### config.mk
export PLATFORM = sky130hd
export DESIGN_NAME = reg_rename
export DESIGN_NICKNAME = d
export VERILOG_FILES = /design/src/rtl/rn_pkg.sv /design/src/rtl/rn_map_table.sv /design/src/rtl/rn_free_fifo.sv /design/src/rtl/reg_rename.sv
export SDC_FILE = /design/constraint.sdc
export NUM_CORES = 1
export LEC_CHECK = 0
export BUFFER_PORTS_ARGS = -buffer_cell sky130_fd_sc_hd__buf_2
export CAP_MARGIN = 30
export CORE_AREA = 2 2 79 81
export CTS_CLUSTER_DIAMETER = 40
export DETAILED_ROUTE_END_ITERATION = 7
export DIE_AREA = 0 0 81 83
export PLACE_DENSITY = 0.71
export SLEW_MARGIN = 20
export SYNTH_ARGS = -nofsm -noshare
export SYNTH_HDL_FRONTEND = slang
export SYNTH_SLANG_ARGS = --single-unit
### constraint.sdc
create_clock -name clk -period 2.4 [get_ports clk]
set_input_delay 0.24 -clock clk [delete_from_list [all_inputs] [get_ports clk]]
set_output_delay 0.24 -clock clk [all_outputs]
set_load 0.02 [all_outputs]
### src/rtl/rn_pkg.sv
package rn_pkg;

  // Tag found at free-list slot k right after reset.
  function automatic int unsigned boot_free_tag(int unsigned k, int unsigned arch_regs);
    return arch_regs + k;
  endfunction

  // Circular pointer advance.
  function automatic int unsigned ring_next(int unsigned p, int unsigned depth);
    return (p == depth - 1) ? 0 : p + 1;
  endfunction

endpackage

### src/rtl/rn_map_table.sv
module rn_map_table #(
  parameter int ARCH_REGS = 4,
  parameter int PHYS_REGS = 8,
  localparam int AW = $clog2(ARCH_REGS),
  localparam int PW = $clog2(PHYS_REGS)
) (
  input  logic          clk,
  input  logic          rst_n,
  input  logic [AW-1:0] rd_a_idx,
  input  logic [AW-1:0] rd_b_idx,
  output logic [PW-1:0] rd_a_tag,
  output logic [PW-1:0] rd_b_tag,
  input  logic          wr_en,
  input  logic [AW-1:0] wr_idx,
  input  logic [PW-1:0] wr_tag
);

  logic [PW-1:0] map_q [ARCH_REGS];

  // Reads see the registered state only, never the write of this cycle.
  assign rd_a_tag = map_q[rd_a_idx];
  assign rd_b_tag = map_q[rd_b_idx];

  for (genvar i = 0; i < ARCH_REGS; i++) begin : g_entry
    always_ff @(posedge clk) begin
      if (!rst_n)
        map_q[i] <= PW'(i);
      else if (wr_en && (wr_idx == AW'(i)))
        map_q[i] <= wr_tag;
    end
  end

  AST_WRITE_LANDS: assert property (@(posedge clk) disable iff (!rst_n)
    wr_en |=> map_q[$past(wr_idx)] == $past(wr_tag));

endmodule

### src/rtl/rn_free_fifo.sv
module rn_free_fifo #(
  parameter int ARCH_REGS = 4,
  parameter int PHYS_REGS = 8,
  localparam int PW    = $clog2(PHYS_REGS),
  localparam int DEPTH = PHYS_REGS,
  localparam int INIT  = PHYS_REGS - ARCH_REGS,
  localparam int IW    = $clog2(DEPTH),
  localparam int CW    = $clog2(DEPTH + 1)
) (
  input  logic          clk,
  input  logic          rst_n,
  input  logic          pop,
  output logic [PW-1:0] head_tag,
  output logic          empty,
  input  logic          push,
  input  logic [PW-1:0] push_tag
);
  import rn_pkg::*;

  logic [PW-1:0] slot_q [DEPTH];
  logic [IW-1:0] rd_q, wr_q;
  logic [CW-1:0] cnt_q;

  assign head_tag = slot_q[rd_q];
  assign empty    = (cnt_q == '0);

  for (genvar k = 0; k < DEPTH; k++) begin : g_slot
    always_ff @(posedge clk) begin
      if (!rst_n)
        slot_q[k] <= (k < INIT) ? PW'(boot_free_tag(k, ARCH_REGS)) : '0;
      else if (push && (wr_q == IW'(k)))
        slot_q[k] <= push_tag;
    end
  end

  always_ff @(posedge clk) begin
    if (!rst_n) begin
      rd_q  <= '0;
      wr_q  <= IW'(INIT % DEPTH);
      cnt_q <= CW'(INIT);
    end else begin
      if (pop)  rd_q <= IW'(ring_next(int'(rd_q), DEPTH));
      if (push) wr_q <= IW'(ring_next(int'(wr_q), DEPTH));
      case ({push, pop})
        2'b10:   cnt_q <= cnt_q + 1'b1;
        2'b01:   cnt_q <= cnt_q - 1'b1;
        default: cnt_q <= cnt_q;
      endcase
    end
  end

  AST_NO_UNDERFLOW: assert property (@(posedge clk) disable iff (!rst_n)
    pop |-> !empty);
  AST_NO_OVERFLOW: assert property (@(posedge clk) disable iff (!rst_n)
    push |-> (cnt_q != CW'(DEPTH)) || pop);
  AST_BOTH_BALANCE: assert property (@(posedge clk) disable iff (!rst_n)
    (push && pop) |=> cnt_q == $past(cnt_q));

endmodule

### src/rtl/reg_rename.sv
module reg_rename #(
  parameter int ARCH_REGS = 4,
  parameter int PHYS_REGS = 8,
  localparam int AW = $clog2(ARCH_REGS),
  localparam int PW = $clog2(PHYS_REGS)
) (
  input  logic          clk,
  input  logic          rst_n,
  input  logic          in_valid,
  input  logic          in_has_dst,
  input  logic [AW-1:0] in_src_a,
  input  logic [AW-1:0] in_src_b,
  input  logic [AW-1:0] in_dst,
  output logic          in_ready,
  output logic [PW-1:0] src_a_tag,
  output logic [PW-1:0] src_b_tag,
  output logic [PW-1:0] dst_tag,
  input  logic          rel_valid,
  input  logic [PW-1:0] rel_tag
);

  // Named internal events, observed by the assertions.
  logic free_empty;
  logic accept;
  logic alloc_pop;

  assign in_ready  = !(in_has_dst && free_empty);
  assign accept    = in_valid && in_ready;
  assign alloc_pop = accept && in_has_dst;

  rn_map_table #(.ARCH_REGS(ARCH_REGS), .PHYS_REGS(PHYS_REGS)) u_map (
    .clk      (clk),
    .rst_n    (rst_n),
    .rd_a_idx (in_src_a),
    .rd_b_idx (in_src_b),
    .rd_a_tag (src_a_tag),
    .rd_b_tag (src_b_tag),
    .wr_en    (alloc_pop),
    .wr_idx   (in_dst),
    .wr_tag   (dst_tag)
  );

  rn_free_fifo #(.ARCH_REGS(ARCH_REGS), .PHYS_REGS(PHYS_REGS)) u_free (
    .clk      (clk),
    .rst_n    (rst_n),
    .pop      (alloc_pop),
    .head_tag (dst_tag),
    .empty    (free_empty),
    .push     (rel_valid),
    .push_tag (rel_tag)
  );

  AST_STALL_CAUSE: assert property (@(posedge clk) disable iff (!rst_n)
    (in_valid && !in_ready) |-> (in_has_dst && free_empty && !alloc_pop));
  AST_NODST_NOPOP: assert property (@(posedge clk) disable iff (!rst_n)
    (in_valid && !in_has_dst) |-> (in_ready && !alloc_pop));
  AST_SRC_PRE_WRITE: assert property (@(posedge clk) disable iff (!rst_n)
    (alloc_pop && in_src_a == in_dst) |-> src_a_tag != dst_tag);

endmodule

==> impl_metrics.prom <==
# TYPE chip_impl_metric gauge
chip_impl_metric{name="worst-endpoint-arrival",unit="ps"} 2490
chip_impl_metric{name="post-route-period-util",unit="%"} 93.9
chip_impl_metric{name="required_time_of_the_critical_path",unit="ps"} 2640
chip_impl_metric{name="drv_cap",unit=""} 0
chip_impl_info{name="routed.top_layer",value="met4"} 1
chip_impl_info{name="synthTopCellsByCount",value="36 x edfxtp_1, 23 x nand2_1, 14 x nor3_1, 13 x dfxtp_1"} 1
chip_impl_metric{name="detail_route.wirelength.met1",unit="um"} 1800
chip_impl_metric{name="finalNetCount",unit=""} 250
chip_impl_metric{name="post_synthesis_net_count",unit=""} 222
chip_impl_metric{name="async_reset_ff_share",unit="%"} 0
chip_impl_metric{name="antenna_found_initial",unit=""} 0
chip_impl_metric{name="n_fill_cell",unit=""} 546
chip_impl_info{name="timing.critical_path.from_type",value="flip-flop"} 1
chip_impl_metric{name="grt_pass1_vias",unit=""} 1521
chip_impl_metric{name="grt.overflow.total",unit=""} 0
chip_impl_info{name="hp-class",value="primary input to flip-flop"} 1
chip_impl_metric{name="design.die.area",unit="sq mm"} 0.00672
chip_impl_metric{name="critical_path.n_buffers_inverters",unit=""} 1
chip_impl_metric{name="hpwlAfterDp",unit="um"} 3440
chip_impl_info{name="outcome",value="complete, no violations"} 1
chip_impl_metric{name="die_h",unit="um"} 83
chip_impl_metric{name="buffer_ports.inserted",unit=""} 23
chip_impl_info{name="timing.critical_path.cells",value="or4_4 > nand3_2 > inv_1 > ha_4 > xor2_1 > ha_1 > a21oi_1 > xor2_1 > or3_1 > nand3_1"} 1
chip_impl_metric{name="antenna-diode-count",unit=""} 0
chip_impl_metric{name="yosysTopAreaCellShare",unit="%"} 43.7
chip_impl_metric{name="post_cts.resized_instances",unit=""} 0
chip_impl_metric{name="place_ws",unit="ps"} 37.9
chip_impl_metric{name="coreArea",unit="sq mm"} 0.00582
chip_impl_metric{name="routed_wire_length_per_instance",unit="um"} 14.7
chip_impl_metric{name="total_of_endpoints_with_negative_setup_slack_in_the_final_report",unit=""} 0
chip_impl_metric{name="hold_buffers",unit=""} 0
chip_impl_metric{name="grt_start_max_net_pins",unit=""} 28
chip_impl_metric{name="synth_edf_count",unit=""} 36
chip_impl_info{name="end_kind",value="flip-flop"} 1
chip_impl_metric{name="cts_max_level",unit=""} 2
chip_impl_info{name="synth.most_common_cell",value="edfxtp_1"} 1
chip_impl_metric{name="core.rowCount",unit=""} 28
chip_impl_metric{name="drt_pre_antenna_iters",unit=""} 5
chip_impl_info{name="timing.critical_path.slowest_stage_cell",value="or4_4"} 1
chip_impl_metric{name="postSynthCellCount",unit=""} 197
chip_impl_metric{name="syn2layout_area_growth",unit="%"} 12.6
chip_impl_metric{name="final_weighted_congestion_of_routability_driven_global_placement",unit=""} 0.795
chip_impl_metric{name="cts-buffers-inserted",unit=""} 5
chip_impl_metric{name="floorplan.io_pins",unit=""} 24
chip_impl_metric{name="clk_latency",unit="ps"} 300
chip_impl_metric{name="dieWidth",unit="um"} 81
chip_impl_metric{name="drt.antenna.violating_nets",unit=""} 0
chip_impl_metric{name="cts.repair_timing.setup_buffer_count",unit=""} 0
chip_impl_metric{name="total_leakage_power",unit="uW"} 0.00101
chip_impl_metric{name="finalWorstSetupSlack",unit="ps"} 147
chip_impl_metric{name="finalHoldViolations",unit=""} 0
chip_impl_metric{name="mappedNetlistArea",unit="sq mm"} 0.00247
chip_impl_info{name="path_common_cell",value="xor2_1"} 1
chip_impl_metric{name="worst-slew-pin-transition",unit="ps"} 545
chip_impl_metric{name="peakVddDrop",unit="mV"} 0.243
chip_impl_info{name="cts-root-buf",value="clkbuf_8"} 1
chip_impl_info{name="cts_tree",value="built"} 1
chip_impl_metric{name="yosys_warnings",unit=""} 0
chip_impl_metric{name="worst_clock_skew",unit="ps"} 10.1
chip_impl_metric{name="cts_buffer_depth",unit=""} 2
chip_impl_metric{name="timing.final.crit_period",unit="ps"} 2250
chip_impl_metric{name="timing.critical_path.fanout_max",unit=""} 5
chip_impl_metric{name="synthesis.area_per_instance",unit="sq um"} 12.5
chip_impl_metric{name="fmax",unit="MHz"} 444
chip_impl_metric{name="postLayoutCoreUtil",unit="%"} 47.8
chip_impl_metric{name="final_max_slew_viol_count",unit=""} 0
chip_impl_info{name="yosys.area.top_type",value="edfxtp_1"} 1
chip_impl_metric{name="wl_met3",unit="um"} 186
chip_impl_metric{name="relative_slew_slack",unit="%"} 63.3
chip_impl_metric{name="global_route_wire_length_before_repair",unit="um"} 7340
chip_impl_metric{name="placed_area",unit="sq mm"} 0.00268
chip_impl_metric{name="finalWirelength",unit="um"} 4410
chip_impl_metric{name="power_density",unit="mW/mm^2"} 606
chip_impl_metric{name="vias",unit=""} 1552
chip_impl_metric{name="initial_utilization",unit="%"} 42.5
chip_impl_metric{name="grt_util_all_layers",unit="%"} 14.5
chip_impl_metric{name="max_stage_delay",unit="ps"} 540
chip_impl_metric{name="synthesis_stage_register_bit_count",unit=""} 49
chip_impl_metric{name="routed_via_density",unit=""} 5.16
chip_impl_metric{name="drc",unit=""} 0
chip_impl_metric{name="finalSetupTns",unit="ps"} 0
chip_impl_metric{name="detailroute.wirelength.met2",unit="um"} 2320
chip_impl_metric{name="drtIter0Drc",unit=""} 60
chip_impl_info{name="synth.top_cells.by_area",value="edfxtp_1 44%, dfxtp_1 11%, mux4_1 6.4%"} 1
chip_impl_metric{name="power.total",unit="uW"} 1690
chip_impl_info{name="worst_path_dominant_cell_family",value="simple AND/OR/NAND/NOR gates"} 1
chip_impl_info{name="path_class",value="flip-flop to flip-flop"} 1
chip_impl_metric{name="ys_seq_area_share",unit="%"} 54.3
chip_impl_metric{name="drive_gt1_share",unit="%"} 22.1
chip_impl_metric{name="layout.cell_area.non_filler",unit="sq mm"} 0.00278
chip_impl_metric{name="tritoncts_num_sinks",unit=""} 49
chip_impl_info{name="dominantRegCellSynth",value="edfxtp_1"} 1
chip_impl_metric{name="synth_cell_type_count",unit=""} 36
chip_impl_metric{name="clk_pin_slew_worst_paths",unit="ps"} 90
chip_impl_info{name="rsz0062_at_grt",value="false"} 1
[state kept, by name (all words and copies together), names as in the netlist, named ones only]
signal and flops:
u_free.cnt_q 4, u_free.wr_q 3, u_map.map_q 12, u_free.slot_q 24, u_free.rd_q 3
[cell type report]
type | count | area [sq um] | share of cell area, %
Inverter | 12 | 45.0 | 1.62
Tap cell | 75 | 93.8 | 3.37
Clock buffer | 5 | 68.8 | 2.47
Clock inverter | 3 | 17.5 | 0.629
Timing Repair Buffer | 27 | 145 | 5.22
Sequential cell | 49 | 1340 | 48.2
Multi-Input combinational cell | 130 | 1070 | 38.4
[metrics by stage]
stage / hold slack, ps / std cells
3_5_place_dp: 485 / 293
5_1_grt: 256 / 301
3_3_place_gp: 467 / 293
6_report: 249 / 301
2_1_floorplan: 420 / 197
4_1_cts: 240 / 301
[worst paths after layout]
path         cells after the start  slack [ps]       startpoint             endpoint
max                             10         150  u_free.cnt_q[0]      u_free.cnt_q[2]
min                              2         250       rel_tag[1]  u_free.slot_q[2][1]
max reg2reg                     10         150  u_free.cnt_q[0]      u_free.cnt_q[2]
min reg2reg                      2         490   u_free.rd_q[1]       u_free.rd_q[1]
[metal layers]
| metal | GRT usage, % | up-vias |
|---|---|---|
| met5 | 0 | - |
| met4 | 6.63 | 0 |
| met3 | 3.59 | 9 |
| met2 | 25.4 | 38 |
| met1 | 16.1 | 723 |
| li1 | - | 782 |
[logic make-up (layout without fill, tap and decap cells)]
logic type | count (synthesis) | in the layout | synth area share, %
flops | 49 | 49 | 54.3
compound gates | 19 | 19 | 4.61
xor+xnor | 4 | 4 | 1.42
mux | 18 | 18 | 15.3
simple gates | 78 | 78 | 15.7
fa+ha+maj | 11 | 11 | 5.57
buf+inv | 18 | 47 | 3.09
[power by group]
part / leakage (uW) / switching (uW) / internal [uW]
clock: 0.0000439 / 269 / 201
combinational: 0.000530 / 138 / 104
sequential: 0.000439 / 26.3 / 949
total: 0.00101 / 433 / 1250
[worst reg2reg max path: cells and delay by family, from the launching register on]
kind                       cells  cell delay [ps]
AOI/OAI and AO/OA              1              150
xor gates and xnor gates       2              240
adders and majority gates      2              360
buffers and inverters          1              100
DFF                            1              320
and+or+nand+nor                4             1020
[cell usage in the layout, fill, tap and decap left out, types with 2 or more instances in the layout]
| cell | instances |
|---|---|
| a21boi_1 | 3 |
| and2_1 | 4 |
| buf_2 | 23 |
| buf_4 | 4 |
| clkbuf_8 | 5 |
| clkinv_2 | 2 |
| dfxtp_1 | 12 |
| edfxtp_1 | 36 |
| ha_1 | 10 |
| inv_1 | 10 |
| inv_2 | 2 |
| mux2i_1 | 4 |
| mux2i_4 | 2 |
| mux4_1 | 6 |
| mux4_2 | 6 |
| nand2_1 | 23 |
| nand2b_1 | 5 |
| nand3_1 | 2 |
| nor2_1 | 11 |
| nor3_1 | 14 |
| o21ai_0 | 11 |
| o31ai_1 | 2 |
| or2_1 | 2 |
| or3_1 | 9 |
| xnor2_1 | 2 |
| xor2_1 | 2 |
No activity file was read; power rests on OpenSTA's default activity.
